**config.mk**
```make
export PLATFORM = sky130hd
export DESIGN_NAME = mcycle_timer
export DESIGN_NICKNAME = d
export VERILOG_FILES = /design/src/rtl/mcycle_timer.sv
export SDC_FILE = /design/constraint.sdc
export NUM_CORES = 1
export LEC_CHECK = 0
export BUFFER_PORTS_ARGS = -buffer_cell sky130_fd_sc_hd__buf_2
export CORE_MARGIN = 2
export CORE_UTILIZATION = 54
export CTS_BUF_LIST = sky130_fd_sc_hd__clkbuf_16
export DETAILED_ROUTE_END_ITERATION = 12
export GPL_TIMING_DRIVEN = 0
export PLACE_DENSITY = 0.78
export SETUP_SLACK_MARGIN = 0.2
export SYNTH_ARGS = -nofsm -noshare
export SYNTH_HDL_FRONTEND = slang
export SYNTH_SLANG_ARGS = --single-unit
```
**constraint.sdc**
```tcl
create_clock -name clk -period 10.97 [get_ports clk]
set_input_delay 1.097 -clock clk [delete_from_list [all_inputs] [get_ports clk]]
set_output_delay 1.097 -clock clk [all_outputs]
set_load 0.01 [all_outputs]
```
**src/rtl/mcycle_timer.sv**
```systemverilog
module mcycle_timer #(
  parameter int STEPS    = 12,
  parameter int SUBSTEPS = 5
) (
  input  logic             clk,
  input  logic             rst_n,
  input  logic             run,
  output logic [3:0]       phase,
  output logic             rd_pulse,
  output logic             clr_pulse,
  output logic             wr_pulse,
  output logic [STEPS-1:0] tp,
  output logic             cyc_start,
  output logic             slow_ref
);

  logic [1:0]          ph_q;
  logic [STEPS-1:0]    ring_q;
  logic                act_q;
  logic [SUBSTEPS-1:0] sub_q;
  logic                slow_q;

  wire step_end = (ph_q == 2'd3);

  always_ff @(posedge clk or negedge rst_n)
    if (!rst_n) ph_q <= 2'd0;
    else        ph_q <= ph_q + 2'd1;

  // ring steps only at step boundaries; an illegal pattern falls back to T01
  always_ff @(posedge clk or negedge rst_n)
    if (!rst_n) begin
      ring_q <= STEPS'(1);
      act_q  <= 1'b1;
    end else if (step_end) begin
      if (!run)
        act_q <= 1'b0;
      else if (!act_q) begin
        act_q  <= 1'b1;
        ring_q <= STEPS'(1);
      end else if ($onehot(ring_q))
        ring_q <= {ring_q[STEPS-2:0], ring_q[STEPS-1]};
      else
        ring_q <= STEPS'(1);
    end

  always_ff @(posedge clk or negedge rst_n)
    if (!rst_n) begin
      sub_q  <= SUBSTEPS'(1);
      slow_q <= 1'b0;
    end else if (ph_q[0]) begin
      sub_q <= {sub_q[SUBSTEPS-2:0], sub_q[SUBSTEPS-1]};
      if (sub_q[SUBSTEPS-1]) slow_q <= ~slow_q;
    end

  assign phase     = 4'b0001 << ph_q;
  assign tp        = act_q ? ring_q : '0;
  assign rd_pulse  = act_q && ph_q == 2'd1;
  assign clr_pulse = act_q && ph_q == 2'd2;
  assign wr_pulse  = act_q && ph_q == 2'd3;
  assign cyc_start = act_q && ring_q[0] && ph_q == 2'd0;
  assign slow_ref  = slow_q;

  p_phase_wrap_r1: assert property (@(posedge clk) disable iff (!rst_n)
    phase[3] |=> phase[0]);
  p_strobe_phase_r2: assert property (@(posedge clk) disable iff (!rst_n)
    rd_pulse |-> (phase[1] && tp != '0));
  p_tp_onehot_r3: assert property (@(posedge clk) disable iff (!rst_n)
    $onehot0(tp));
  p_tp_hold_r3: assert property (@(posedge clk) disable iff (!rst_n)
    (tp != '0 && !phase[3]) |=> $stable(tp));
  p_stop_r5: assert property (@(posedge clk) disable iff (!rst_n)
    (phase[3] && !run) |=> (tp == '0 && !rd_pulse && !wr_pulse));
  p_restart_r6: assert property (@(posedge clk) disable iff (!rst_n)
    (phase[3] && run && tp == '0) |=> (tp == STEPS'(1) && cyc_start));
  p_cyc_t01_r7: assert property (@(posedge clk) disable iff (!rst_n)
    cyc_start |-> (tp[0] && phase[0]));
  p_slow_idle_r8: assert property (@(posedge clk) disable iff (!rst_n)
    !phase[1] && !phase[3] |=> $stable(slow_ref));

endmodule

```
==> results of run 1 <==
[power by group through the flow]
stage          clock network [mW]  registers, mW  logic (mW)
6_report                   0.0769         0.0904       0.101
3_3_place_gp                    0         0.0915      0.0985
5_1_grt                    0.0805         0.0916       0.115
4_1_cts                    0.0781         0.0904       0.103
2_1_floorplan                   0         0.0900      0.0796
3_5_place_dp                    0         0.0917       0.103
[worst max-delay path, stage by stage (launching register included)]
cell     delay [ns]
dfstp_2        0.56
fa_1           0.42
fa_1           0.51
inv_1          0.05
fa_1           0.50
fa_1           0.41
inv_1          0.07
ha_1           0.15
inv_1          0.05
fa_1           0.39
a211o_1        0.28
a211o_1        0.34
buf_6          0.17
o32ai_2        0.24
[cell families after synthesis]
group / after synthesis
adders and majority gates: 15
muxes: 4
xor gates and xnor gates: 1
AOI/OAI and AO/OA: 17
DFF: 21
buffers and inverters: 25
and+or+nand+nor: 35
[cell usage after synthesis (2+ instances only)]
library cell and number:
fa_1 7, o21ai_0 2, o32ai_2 3, clkbuf_1 4
nand2_1 18, o31ai_2 3, dfstp_2 3, and2_1 11
ha_1 8, inv_1 19, dfrtp_1 18, o41ai_2 3
mux2_2 4, nor2_1 4, a211o_1 2
[area by class of cell]
| class | instances | share of cell area, % |
|---|---|---|
| Multi-Input combinational cell | 72 | 43.09 |
| Sequential cell | 21 | 34.99 |
| Clock buffer | 3 | 4.963 |
| Timing Repair Buffer | 23 | 7.610 |
| Inverter | 19 | 4.715 |
| Clock inverter | 1 | 0.3309 |
| Tap cell | 28 | 2.316 |
| Buffer | 6 | 1.985 |
[layer usage]
layer | vias to the layer above | part of all wire (%) | GRT usage (%)
met5 | - | 0 | 0
met4 | 0 | 2.3 | 11.54
met3 | 5 | 2.3 | 2.571
met2 | 14 | 50 | 34.38
met1 | 443 | 45 | 26.67
li1 | 439 | - | -
[flip-flops by register name, indices dropped and copies added (netlist names)]
signal / count
act_q: 1
ph_q: 2
ring_q: 12
slow_ref: 1
sub_q: 5
[final timing paths]
path	start	to	slack [ns]	depth (start not counted)
worst max-delay path	ring_q[0]	ring_q[6]	6.71	13
worst min-delay path	slow_ref	slow_ref	0.47	1
worst max register to register	ring_q[0]	ring_q[6]	6.71	13
worst min register to register	slow_ref	slow_ref	0.47	1
max in group asynchronous	rst_n	sub_q[0]	9.84	1
min in group asynchronous	rst_n	sub_q[3]	0.78	1
[stage by stage]
stage | cell area (µm²) | power, mW | std cells | utilization [%]
floorplan | 1282 | 0.1696 | 118 | -
global placement | 1433 | 0.1900 | 169 | 64.15
detailed placement | 1433 | 0.1952 | 169 | 64.15
CTS | 1513 | 0.2715 | 173 | 67.73
global route | 1513 | 0.2866 | 173 | 67.73
finish | 1513 | 0.2681 | 173 | 67.73
==> metrics.yaml, run 1 <==
setup_path:
  path_max_fanout: 10
  endpoint_kind: "flop"
  cp.arrival_ns: 4.42
  required_ns: 11.13
  cp-start-kind: "flop"
  path_class: "reg -> reg"
clocking:
  worstSkewPairLatency_ns: 0.26
  cts_tree: "done"
  numCtsBuffers: 3
  postCtsHoldBufs: 0
  cts.root.buffer_cell: "clkbuf_16"
  cts_num_sinks: 21
  cts_setup_buffers: 0
  clk_pin_slew_ns: 0.06
  h-tree-depth: 1
  cts_resized: 0
  cts_buffer_depth: 2
power_and_ir_drop:
  p_int_mw: 0.1715
  power_density_nw_per_um2: 177.2
  combPwrFrac_pct: 37.6
  peakVddDrop_mv: 0.1428
  leakage_nw: 0.7871
  p_switching_mw: 0.09658
  seq_power_share_pct: 33.7
  swShare_pct: 36.03
  clkPwrFrac_pct: 28.7
synth:
  synth_area_leaders: "dfrtp_1 (35%), fa_1 (11%), ha_1 (7.8%)"
  synthFlopType: "dfrtp_1"
  synth_xor_area_share_pct: 0.6829
  ys.warnings.count: 0
  ys_types: 24
  synth-compound-area-share_pct: 15.12
  syn-instance-count: 118
  syn_area_um2: 1282
  synthSimpleGateAreaFrac_pct: 12.78
  yosys.area.top_type: "dfrtp_1"
  muxShareOfSynthArea_pct: 3.512
  synth_nets: 136
  synth_edf_count: 0
  synth_top_area_share_pct: 35.12
  syn_avg_cell_area_um2: 10.87
  async_reset_ff_share_pct: 100.0
  synth_top_family_by_area: "adder cells"
  synth-seq-cells: 21
  ys_seq_area_share_pct: 41.27
  synthAdderAreaFrac_pct: 18.73
sta:
  fin_ws_ns: 6.712
  layout_min_cycle_time_ns: 4.258
  setup-tns-final_ns: 0
  finalHoldViolCount: 0
  fin_skew_ns: 0.004115
  rsz0062_at_grt: "no"
  tightest_slew_ns: 0.6163
  max-slew-margin-rel_pct: 58.91
  slew_violations: 0
  holdWs_ns: 0.4741
  clock.fmax_mhz: 234.8
  fin_crit_sh_pct: 38.82
  setup_violations: 0
layout:
  syn_to_final_growth_pct: 17.95
  drive_gt1_share_pct: 30.34
  multi_input_area_um2: 651.9
  final-seq-area_um2: 529.3
  n_fill_cell: 171
  layout_commonest_cell: "buf_2"
  nets: 164
  final_cell_mix: "buf_2 (23), inv_1 (19), nand2_1 (18), dfrtp_1 (18), and2_1 (11)"
  antenna_cells: 0
route:
  vias: 901
  drc: 0
  dr.pass1.iters: 4
  routed_wl_um: 2381
  via_per_inst: 5.208
  ant_nets: 0
  wl_per_cell_um: 13.76
  drt_iter0_markers: 9
floorplan:
  initial_utilization_pct: 57.42
  die_area_um2: 2781
  rows: 17
  die_w_um: 52.74
  die-height_um: 52.74
  io_pins: 24
  core_area_um2: 2233
grt:
  grt_overflow: 0
  grt_pass1_vias: 870
  grt_max_degree: 22
  grt_first_pass_wirelength_um: 4064
  grt_usage_pct: 20.96
  antenna_found_initial: 0
place:
  gp_congestion: 0.8533
  dp_hpwl_um: 1803
  dp_slack_ns: 6.705
  numPortBuffers: 23
run:
  cap_violations: 0
hold_path:
  min_path_type: "reg -> reg"
outcome:
  outcome: "completed"
Power figures use the tool's default switching activity.
==> inputs of run 2 (changes only) <==
- clock period: 10.97 -> 4.4 ns (I/O delays scaled with it)
==> run 2 against run 1 <==
Compared with the run above: highest routed layer unchanged; core utilization is 2.5 points higher; global-route usage is 0.36 points higher; critical endpoint is now ring_q[4]; wire length is 4.4% higher; die area stayed put; sequential power is 150% higher; sequential share of layout area is 1.3 points lower; clock skew is 0.00078 ns higher; register-to-register slack worse by 6.4 ns; critical path type unchanged; critical path depth stayed put; flip-flop and latch count stayed put; largest power group unchanged; cell area is 3.7% higher; fmax is 3.4% higher.
==> metrics.yaml, run 2 (synthesis gave the netlist of run 1 again) <==
setup_path:
  path_buf_inv: 4  # unchanged
  r2r_slack_ns: 0.28  # -6.43 ns
  cp-startpoint: "ring_q[0]"
  reg2regPathDepth: 13  # unchanged
  cp_num_cells: 13  # unchanged
  crit_path_end: "ring_q[4]"
  path_class: "reg -> reg"
  cp-start-kind: "flop"
  reg2reg_from: "ring_q[0]"
  critPathMostFrequentCell: "fa_1"
  r2r-end: "ring_q[4]"
  endpoint_kind: "flop"
  worst_path_max_delay_cell: "dfstp_2"
  required_ns: 4.56  # -6.57 ns
  crit_family: "adder cells"
  cp.arrival_ns: 4.28  # -0.14 ns
  path_cells: "fa_1 -> fa_1 -> inv_2 -> fa_1 -> fa_1 -> inv_1 -> ha_2 -> inv_2 -> fa_2 -> a211o_1 -> a211o_4 -> buf_6 -> o32ai_2"
  path_max_fanout: 5  # -5
  cpPeakStageDelay_ns: 0.54  # -0.02 ns
layout:
  layout_commonest_cell: "buf_2"
  multi_input_area_um2: 674.4  # +3.5%
  final-seq-area_um2: 529.3  # unchanged
  drive_gt1_share_pct: 35.57  # +5.2 points
  nets: 168  # +2.4%
  antenna_cells: 0  # unchanged
  n_fill_cell: 162  # -5.3%
  final_cell_mix: "buf_2 (23), nand2_1 (18), dfrtp_1 (18)"
  syn_to_final_growth_pct: 22.34
  final_cell_area_um2: 1569  # +3.7%
  largest_reg_flops: 12  # unchanged
  reg_top3: "ring_q x12, sub_q x5, ph_q x2"
  post-route-util_pct: 70.25  # +2.5 points
  top_register: "ring_q"
grt:
  top_usage_layer: "met2"
  antenna_found_initial: 0  # unchanged
  grt_usage_pct: 21.32  # +0.36 points
  grt_pass1_vias: 882  # +1.4%
  grt_first_pass_wirelength_um: 4133  # +1.7%
  grt_use_met2_pct: 35.42  # +1.0 points
  grt_use_met3_pct: 2.571  # unchanged
  met1_usage_pct: 26.30  # -0.37 points
  grt_max_degree: 22  # unchanged
  grt_overflow: 0  # unchanged
sta:
  setup-tns-final_ns: 0  # unchanged
  fin_ws_ns: 0.2806  # -6.431 ns
  layout_min_cycle_time_ns: 4.119  # -0.1391 ns
  max-slew-margin-rel_pct: 56.03  # -2.9 points
  slew_violations: 0  # unchanged
  rsz0062_at_grt: "yes"
  fin_crit_sh_pct: 93.62  # +55 points
  finalHoldViolCount: 0  # unchanged
  clock.fmax_mhz: 242.8  # +3.4%
  holdWs_ns: 0.1279  # -0.3462 ns
  setup_violations: 0  # unchanged
  fin_skew_ns: 0.004893  # +0.0007783 ns
  tightest_slew_ns: 0.6595  # +0.04315 ns
floorplan:
  initial_utilization_pct: 57.42  # unchanged
  die_w_um: 52.74  # unchanged
  rows: 17  # unchanged
  io_pins: 24  # unchanged
  core_area_um2: 2233  # unchanged
  die-height_um: 52.74  # unchanged
  die_area_um2: 2781  # unchanged
place:
  dp_slack_ns: 0.1350  # -6.570 ns
  dp_hpwl_um: 1803  # unchanged
  gp_congestion: 0.8533  # unchanged
  placed_cell_area_um2: 1433  # unchanged
  numPortBuffers: 23  # unchanged
hold_path:
  min_path_type: "in -> async"
power_and_ir_drop:
  peakVddDrop_mv: 0.3622  # +150%
  leakage_nw: 0.8089  # +2.8%
  power_density_nw_per_um2: 474.9  # +170%
clocking:
  h-tree-depth: 1  # unchanged
  clk_pin_slew_ns: 0.06  # about the same
  postCtsHoldBufs: 0  # unchanged
  cts_tree: "done"
  cts.root.buffer_cell: "clkbuf_16"
  numCtsBuffers: 3  # unchanged
  cts_buffer_depth: 2  # unchanged
  cts_num_sinks: 21  # unchanged
  worstSkewPairLatency_ns: 0.25  # about the same
route:
  drc: 0  # unchanged
  drt_iter0_markers: 12  # +3
  via_per_inst: 5.294  # +1.6%
  vias: 937  # +4.0%
  ant_nets: 0  # unchanged
  routed_wl_um: 2485  # +4.4%
  wl_per_cell_um: 14.04  # +2.0%
  dr.pass1.iters: 5  # +1
outcome:
  outcome: "completed"
run:
  cap_violations: 0  # unchanged
-- run 2: worst min path at each step --
| stage | from | endpoint | slack, ns | cells after the start |
|---|---|---|---|---|
| floorplan | rst_n | ph_q[0] | 0.14 | 0 |
| global placement | rst_n | ph_q[1] | 0.41 | 1 |
| detailed placement | rst_n | sub_q[3] | 0.42 | 1 |
| CTS | rst_n | sub_q[3] | 0.15 | 1 |
| global route | rst_n | sub_q[3] | 0.17 | 1 |
| finish | rst_n | sub_q[3] | 0.13 | 1 |
-- run 2: per-stage QoR --
stage,total power [mW],instances
floorplan,0.4229,118
global placement,0.4737,169
detailed placement,0.4867,169
CTS,0.7309,176
global route,0.7901,177
finish,0.7450,177
-- run 2: repair_timing --
action | CTS | global route
endpoints found under the setup margin | 9 | 12
buffers inserted | 2 | 1
pin swaps | 8 | 5
cloned | 1 | 0
resized for setup | 5 | 3
hold endpoints to repair | 0 | 0
-- run 2: area by class of cell --
| type | count | area share, % |
|---|---|---|
| Clock buffer | 3 | 4.785 |
| Buffer | 6 | 1.914 |
| Timing Repair Buffer | 27 | 9.490 |
| Clock inverter | 1 | 0.3190 |
| Inverter | 19 | 4.545 |
| Tap cell | 28 | 2.233 |
| Sequential cell | 21 | 33.73 |
| Multi-Input combinational cell | 72 | 42.98 |
-- run 2: per-layer routing --
layer	share of wire, %	wire length (µm)
met1	42	1053
met2	52	1280
met3	2.9	73
met4	3.1	78
met5	0	0
-- run 2: report_power, final --
group	switching (mW)	internal, mW
registers	0.0131	0.210
clock network	0.0693	0.122
logic	0.185	0.146
==> inputs of run 3 (changes only) <==
- MAX_ROUTING_LAYER: not set -> met4
==> run 3 against run 2 <==
Compared with the run above: cell area is the same; clock skew decreased by 0.00058 ns; first-iteration DRC count fell by 8.3%; flip-flop and latch count did not move; hold slack better by 0.0016 ns; count of clock-buffer cells in the layout unchanged; register-to-register slack barely moved; non-clock buffer count did not move; combinational power is essentially flat; clock power about the same; cell count unchanged; critical endpoint unchanged.
==> metrics.yaml, run 3 (synthesis gave the netlist of run 1 again) <==
outcome:
  outcome: "completed"
place:
  placed_cell_area_um2: 1433  # unchanged
  dp_hpwl_um: 1803  # unchanged
  numPortBuffers: 23  # unchanged
  gp_congestion: 0.8668  # +1.6%
clocking:
  worstSkewPairLatency_ns: 0.25  # about the same
  h-tree-depth: 1  # unchanged
  cts_num_sinks: 21  # unchanged
  clk_pin_slew_ns: 0.06  # about the same
  cts_tree: "done"
  cts.root.buffer_cell: "clkbuf_16"
  numCtsBuffers: 3  # unchanged
  cts_buffer_depth: 2  # unchanged
  postCtsHoldBufs: 0  # unchanged
setup_path:
  required_ns: 4.56  # about the same
  path_class: "reg -> reg"
  path_max_fanout: 5  # unchanged
  cp.arrival_ns: 4.28  # about the same
  endpoint_kind: "flop"
  r2r_slack_ns: 0.28  # about the same
  cp-start-kind: "flop"
grt:
  grt_pass1_vias: 882  # unchanged
  grt_first_pass_wirelength_um: 4133  # unchanged
  grt_usage_pct: 21.88  # +0.56 points
  grt_max_degree: 22  # unchanged
  grt_overflow: 0  # unchanged
  antenna_found_initial: 0  # unchanged
layout:
  drive_gt1_share_pct: 35.57  # unchanged
  antenna_cells: 0  # unchanged
  n_fill_cell: 162  # unchanged
  final_cell_area_um2: 1569  # unchanged
  syn_to_final_growth_pct: 22.34  # unchanged
  largest_reg_flops: 12  # unchanged
  top_register: "ring_q"
  multi_input_area_um2: 674.4  # unchanged
  final_cell_mix: "buf_2 (23), nand2_1 (18), dfrtp_1 (18)"
  nets: 168  # unchanged
  final-seq-area_um2: 529.3  # unchanged
  reg_top3: "ring_q x12, sub_q x5, ph_q x2"
  layout_commonest_cell: "buf_2"
route:
  dr.pass1.iters: 5  # unchanged
  drt_iter0_markers: 11  # -1
  via_per_inst: 5.328  # +0.64%
  vias: 943  # +0.64%
  routed_wl_um: 2492  # +0.28%
  drc: 0  # unchanged
  ant_nets: 0  # unchanged
  wl_per_cell_um: 14.08  # +0.28%
sta:
  rsz0062_at_grt: "yes"
  layout_min_cycle_time_ns: 4.116  # -0.003549 ns
  setup-tns-final_ns: 0  # unchanged
  fin_crit_sh_pct: 93.54  # about the same
  clock.fmax_mhz: 243.0  # about the same
  max-slew-margin-rel_pct: 56.33  # +0.29 points
  setup_violations: 0  # unchanged
  fin_skew_ns: 0.004315  # -0.0005786 ns
  slew_violations: 0  # unchanged
  tightest_slew_ns: 0.6551  # -0.004417 ns
  finalHoldViolCount: 0  # unchanged
power_and_ir_drop:
  leakage_nw: 0.8089  # unchanged
  p_switching_mw: 0.2664  # -0.23%
  p_int_mw: 0.4781  # about the same
  peakVddDrop_mv: 0.3608  # -0.38%
  power_density_nw_per_um2: 474.5  # about the same
  seq_power_share_pct: 29.9  # about the same
  power.total_mw: 0.7445  # about the same
  swShare_pct: 35.78  # -0.055 points
  clkPwrFrac_pct: 25.6  # about the same
  combPwrFrac_pct: 44.5  # about the same
run:
  cap_violations: 0  # unchanged
floorplan:
  rows: 17  # unchanged
  die-height_um: 52.74  # unchanged
  io_pins: 24  # unchanged
  die_w_um: 52.74  # unchanged
  initial_utilization_pct: 57.42  # unchanged
  die_area_um2: 2781  # unchanged
  core_area_um2: 2233  # unchanged
hold_path:
  min_path_type: "in -> async"
-- run 3: worst max-delay path, cell delays in order (launching register included) --
cell	delay (ns)
dfstp_2	0.54
fa_1	0.43
fa_1	0.51
inv_2	0.04
fa_1	0.50
fa_1	0.41
inv_1	0.07
ha_2	0.18
inv_2	0.04
fa_2	0.34
a211o_1	0.24
a211o_4	0.35
buf_6	0.15
o32ai_2	0.23
-- run 3: repair_timing --
action,CTS,global route
setup endpoints to repair,9,12
pin swaps,8,5
cloned,1,0
setup buffers,2,1
gates resized for setup,5,3
-- run 3: worst paths after layout --
check | endpoint | depth (start not counted) | start
setup / recovery | ring_q[4] | 13 | ring_q[0]
hold / removal | sub_q[3] | 1 | rst_n
setup reg to reg | ring_q[4] | 13 | ring_q[0]
hold reg to reg | sub_q[0] | 2 | sub_q[0]
max in group asynchronous | sub_q[0] | 1 | rst_n
min in group clk | sub_q[0] | 2 | sub_q[0]
-- run 3: layout make-up --
type | count | share of cell area [%]
well taps | 28 | 2.233
clock buffers | 3 | 4.785
plain buffers | 6 | 1.914
repair buffers | 27 | 9.490
multi-input cells | 72 | 42.98
inverters | 19 | 4.545
clock inverters | 1 | 0.3190
flip-flops and latches | 21 | 33.73
-- run 3: per-stage QoR --
step / std cells / util, % / setup WS [ns] / hold WS (ns)
after detailed placement: 169 / 64.15 / 0.1350 / 0.4168
after global placement: 169 / 64.15 / 0.2068 / 0.4097
final: 177 / 70.25 / 0.2842 / 0.1294
after CTS: 176 / 69.13 / 0.1872 / 0.1454
after floorplan: 118 / - / 0.3534 / 0.1444
after global routing: 177 / 70.25 / 0.1430 / 0.1682
-- run 3: power groups by stage --
stage / Clock, mW / Sequential (mW) / Combinational, mW
final: 0.190 / 0.223 / 0.331
after global routing: 0.201 / 0.225 / 0.364
after CTS: 0.195 / 0.223 / 0.313
after detailed placement: 0 / 0.229 / 0.258
after global placement: 0 / 0.228 / 0.246
after floorplan: 0 / 0.224 / 0.198
-- run 3: per-layer routing --
| metal | global-route usage [%] | vias to the layer above | wire length (µm) |
|---|---|---|---|
| met5 | - | - | 0 |
| li1 | - | 448 | - |
| met2 | 35.42 | 29 | 1284 |
| met1 | 26.30 | 457 | 1032 |
| met4 | 12.82 | 0 | 77 |
| met3 | 2.571 | 9 | 98 |
